**config.mk**
```make
export PLATFORM = sky130hd
export DESIGN_NAME = bus_stage_driver
export DESIGN_NICKNAME = d
export VERILOG_FILES = /design/src/rtl/bsd_pkg.sv /design/src/rtl/bsd_mode_fsm.sv /design/src/rtl/bsd_store.sv /design/src/rtl/bsd_out_gate.sv /design/src/rtl/bus_stage_driver.sv
export SDC_FILE = /design/constraint.sdc
export NUM_CORES = 1
export LEC_CHECK = 0
export ABC_CLOCK_PERIOD_IN_PS = 1200
export BUFFER_PORTS_ARGS = -buffer_cell sky130_fd_sc_hd__buf_2
export CAP_MARGIN = 30
export CORE_UTILIZATION = 37
export DETAILED_ROUTE_END_ITERATION = 7
export PLACE_DENSITY_LB_ADDON = 0.12
export SETUP_SLACK_MARGIN = 0.4
export SLEW_MARGIN = 10
export SYNTH_ARGS = -nofsm -noshare
export SYNTH_HDL_FRONTEND = slang
export SYNTH_HIERARCHICAL = 1
export SYNTH_SLANG_ARGS = --single-unit
```
**constraint.sdc**
```tcl
create_clock -name sys_clk -period 1.2 [get_ports sys_clk]
set_clock_uncertainty 0.2 [all_clocks]
set_input_delay 0.24 -clock sys_clk [delete_from_list [all_inputs] [get_ports sys_clk]]
set_output_delay 0.24 -clock sys_clk [all_outputs]
set_load 0.005 [all_outputs]
```
**src/rtl/bsd_pkg.sv**
```systemverilog
package bsd_pkg;

    // Previous-sample record: mode and strobe level
    typedef enum logic [1:0] {
        ST_PASS_LO = 2'd0,
        ST_PASS_HI = 2'd1,
        ST_HOLD_LO = 2'd2,
        ST_HOLD_HI = 2'd3
    } mode_e;

endpackage

```
**src/rtl/bsd_mode_fsm.sv**
```systemverilog
module bsd_mode_fsm
    import bsd_pkg::*;
(
    input  logic sys_clk,
    input  logic sys_rst,
    input  logic xparent,
    input  logic strobe,
    output logic load
);

    mode_e state_q;
    mode_e state_d;
    logic  prev_hi;

    // State register
    always_ff @(posedge sys_clk) begin
        if (sys_rst) begin
            state_q <= strobe ? ST_HOLD_HI : ST_HOLD_LO;
        end else begin
            state_q <= state_d;
        end
    end

    // Next state and load decision
    always_comb begin
        unique case (state_q)
            ST_PASS_LO: prev_hi = 1'b0;
            ST_PASS_HI: prev_hi = 1'b1;
            ST_HOLD_LO: prev_hi = 1'b0;
            ST_HOLD_HI: prev_hi = 1'b1;
        endcase

        if (xparent) begin
            state_d = strobe ? ST_PASS_HI : ST_PASS_LO;
        end else begin
            state_d = strobe ? ST_HOLD_HI : ST_HOLD_LO;
        end

        load = xparent || (strobe && !prev_hi);
    end

endmodule

```
**src/rtl/bsd_store.sv**
```systemverilog
module bsd_store #(
    parameter int W = 18
) (
    input  logic         sys_clk,
    input  logic         sys_rst,
    input  logic         load,
    input  logic [W-1:0] d,
    output logic [W-1:0] q
);

    always_ff @(posedge sys_clk) begin
        if (sys_rst) begin
            q <= '0;
        end else if (load) begin
            q <= d;
        end
    end

endmodule

```
**src/rtl/bsd_out_gate.sv**
```systemverilog
module bsd_out_gate #(
    parameter int W = 18
) (
    input  logic         drive_n,
    input  logic [W-1:0] word,
    output logic [W-1:0] pad_d,
    output logic [W-1:0] pad_oe
);

    // One pad driver slice per bit, all sharing the enable
    for (genvar b = 0; b < W; b++) begin : g_bit
        assign pad_d[b]  = word[b];
        assign pad_oe[b] = ~drive_n;
    end

endmodule

```
**src/rtl/bus_stage_driver.sv**
```systemverilog
module bus_stage_driver #(
    parameter int DATA_W = 18
) (
    input  logic              sys_clk,
    input  logic              sys_rst,
    input  logic [DATA_W-1:0] din,
    input  logic              xparent,
    input  logic              strobe,
    input  logic              drive_n,
    output logic [DATA_W-1:0] dout,
    output logic [DATA_W-1:0] dout_oe
);

    logic              load;
    logic [DATA_W-1:0] held;

    bsd_mode_fsm u_fsm (
        .sys_clk (sys_clk),
        .sys_rst (sys_rst),
        .xparent (xparent),
        .strobe  (strobe),
        .load    (load)
    );

    bsd_store #(.W(DATA_W)) u_store (
        .sys_clk (sys_clk),
        .sys_rst (sys_rst),
        .load    (load),
        .d       (din),
        .q       (held)
    );

    bsd_out_gate #(.W(DATA_W)) u_gate (
        .drive_n (drive_n),
        .word    (held),
        .pad_d   (dout),
        .pad_oe  (dout_oe)
    );

endmodule

```
==> impl_metrics.yaml <==
timing:
  timing.final.crit_share_pct: 107.6
  clock.fmax_mhz: 774.7
  setup_ws_ns: -0.09084
  timing.hold.ws_ns: -0.1331
  finalSetupViolCount: 18
  timing.final.hold_violations: 14
  final_period_minus_worst_setup_slack_ns: 1.291
  max_slew.worst_pin.slew_ns: 0.3170
  rsz_0062_raised_after_global_routing: "true"
  slew-limit-headroom_pct: 78.87
  total_count_of_max_transition_violations_in_the_final_report: 0
routing:
  initialDrtViolationCount: 5
  wl_um: 1746
  routed_via_density: 4.394
  wl_per_cell_um: 11.26
  drtAntennaViolNets: 0
  drt_first_pass_iters: 4
  vias: 681
  drcViolationCount: 0
placed_design:
  io_buffers: 58
  place.gp.congestion: 0.6660
  hpwlAfterDp_um: 1121
  placedCellCount: 146
layout:
  layout.nets: 151
  fill_cells: 200
  multi_input_gate_area_in_the_final_layout_sq_um: 259.0
  syn2layout_area_growth_pct: 32.89
  antenna_cells: 0
  post_route_cells_drive_above_1_share_pct: 71.65
  regArea_sq_um: 404.1
  fin_cells: 155
power_and_ir_drop:
  switching_share_pct: 25.21
  power_frac_seq_pct: 53.1
  vdd_drop_max_mv: 0.5629
  power.density_nw_per_um2: 1053
  power_mw: 1.326
  pwr-share-clk_pct: 24.1
  power.combinational.fraction_pct: 22.8
  leakage_nw: 0.6654
  power.internal_uw: 991.5
  p_sw_uw: 334.3
critical_path:
  reg2reg_from: "u_fsm/state_q[0]"
  cp_top_family: "flip-flops"
  cell_count_along_the_critical_path: 5
  worst_path_buf_inv: 2
  cp.arrival_ns: 1.27
  slowest_stage_cell_cp: "dfxtp_2"
  worst-endpoint-required_ns: 1.18
  start_kind: "flop"
  r2r.worst_path.cells: 5
  worstSetupEndpointType: "flop"
  critical-path-max-stage-delay_ns: 0.33
  timing_worst_setup_path_type: "flop to flop"
  timing.critical_path.cells: "inv_2 > a21o_1 > buf_6 > mux2i_1 > nor2_1"
  timing.critical_path.from: "u_fsm/state_q[0]"
  crit_path_max_fanout: 8
floorplan:
  core_area_sq_um: 2318
  io_pins: 59
  chipWidth_um: 52.60
  start_util_pct: 40.85
  design.die.area_sq_um: 2766
  floorplan.die.height_um: 52.60
  rows: 17
grt:
  grt_start_max_net_pins: 19
  grt_pass1_wl_um: 2518
  vias_in_the_first_global_route: 588
  grt.overflow.total: 0
  grt_util_all_layers_pct: 12.77
  antenna_violations_before_repair: 0
min_path:
  min-delay-path-class: "input pin to flop"
  worst_hold_path.num_cells: 1
  holdCritStartpoint: "strobe"
synthesis:
  synth_fp_nets: 120
  ys_seq_elements: 19
  total_standard_cell_area_after_synthesis_sq_um: 947.2
  ys_seq_area_share_pct: 40.16
  netlist-cell-type-count: 10
  yosys_warnings: 6
  postSynthAreaPerCell_sq_um: 9.765
  post_synth_inst_count: 97
status:
  failing_checks: "negative hold slack, negative setup slack"
  run_status: "finished, violations left"
clock_tree:
  cts_tree: "yes"
  cts_max_path_buffers: 2
  clock-root-buffer: "clkbuf_4"
  worst_skew_pair.late_latency_ns: 0.28
  clkSinkCount: 19
  path_clk_slew_ns: 0.11
  h_tree_levels: 1
  cts_made_buffers: 3
flow_run:
  max-cap-violations: 0
==> metal layers <==
layer | vias to the layer above | GRT usage, % | share of wire (%)
met5 | - | 0 | 0
met4 | 0 | 5.263 | 0.74
met3 | 2 | 2.609 | 7.2
met2 | 33 | 25.53 | 53
met1 | 314 | 12.26 | 38
li1 | 332 | - | -
==> stage by stage <==
stage	setup WS, ns	setup TNS [ns]	util, %	area, sq um
3_5_place_dp	-0.09443	-0.9069	43.01	997.2
3_3_place_gp	-0.04677	-0.6548	43.01	997.2
5_1_grt	-0.1767	-3.057	54.29	1259
2_1_floorplan	-0.03661	-0.5784	-	1047
6_report	-0.09084	-1.132	54.29	1259
4_1_cts	-0.07692	-0.7740	46.74	1084
==> area by class of cell <==
| cell class | instances | share of cell area, % |
|---|---|---|
| timing repair buffer | 62 | 39.66 |
| sequential | 19 | 32.11 |
| multi-input combinational | 37 | 20.58 |
| tap | 28 | 2.783 |
| clock buffer | 3 | 1.789 |
| timing repair inverter | 3 | 1.789 |
| inverter | 2 | 0.8946 |
| clock inverter | 1 | 0.3976 |
==> registers in the layout, indices dropped and copies added, names as in the netlist <==
signal         cells
u_store/q         18
u_fsm/state_q      1
==> what timing repair did <==
| item | 4_1_cts | 5_1_grt |
|---|---|---|
| endpoints found under the hold margin | 17 | 11 |
| setup endpoints to repair | 54 | 54 |
| buffers inserted | 0 | 1 |
| cloned | 3 | 1 |
| pin swaps | 0 | 4 |
| gates resized for setup | 18 | 31 |
==> power groups by stage <==
stage / Clock, mW / Sequential [mW] / Combinational, mW
detailed placement: 0 / 0.709 / 0.217
global placement: 0 / 0.708 / 0.214
floorplan: 0 / 0.709 / 0.238
global route: 0.372 / 0.711 / 0.330
finish: 0.320 / 0.705 / 0.302
CTS: 0.331 / 0.699 / 0.235
==> worst register-to-register path, delay by kind of cell (launching register included) <==
family                 cells  cell delay (ns)
AOI/OAI and AO/OA          1             0.17
buffers and inverters      2             0.22
DFF                        1             0.33
muxes                      1             0.21
and+or+nand+nor            1             0.06
==> layout by cell type (no fill, tap or decap), drive strengths merged <==
cell / Yosys / routed
a21o: 1 / 1
buf: 38 / 62
clkbuf: 1 / 3
clkinv: 0 / 1
clkinvlp: 0 / 4
dfxtp: 19 / 19
inv: 2 / 1
mux2i: 18 / 18
nor2: 18 / 18
==> cells in the mapped netlist <==
library cell | n | share of area [%]
buf_6 | 1 | 1.2
buf_4 | 35 | 28
inv_1 | 2 | 0.79
clkbuf_2 | 1 | 0.53
mux2i_1 | 18 | 19
a21o_1 | 1 | 0.79
buf_12 | 1 | 2.1
buf_2 | 1 | 0.53
nor2_1 | 18 | 7.1
dfxtp_1 | 19 | 40
==> path summary, 6_finish.rpt <==
kind / to / slack [ns]
max: u_store/q[14] / -0.09
min: u_fsm/state_q[0] / -0.13
max reg2reg: u_store/q[14] / -0.09
min reg2reg: u_store/q[3] / 0.29
==> logic make-up after synthesis <==
group | count (synthesis) | share of synthesized area [%]
AO/OA/AOI/OAI | 1 | 0.7929
flip-flops | 19 | 40.16
multiplexers | 18 | 19.02
buffers and inverters | 41 | 32.89
AND/OR/NAND/NOR | 18 | 7.133
Power figures use the tool's default switching activity.
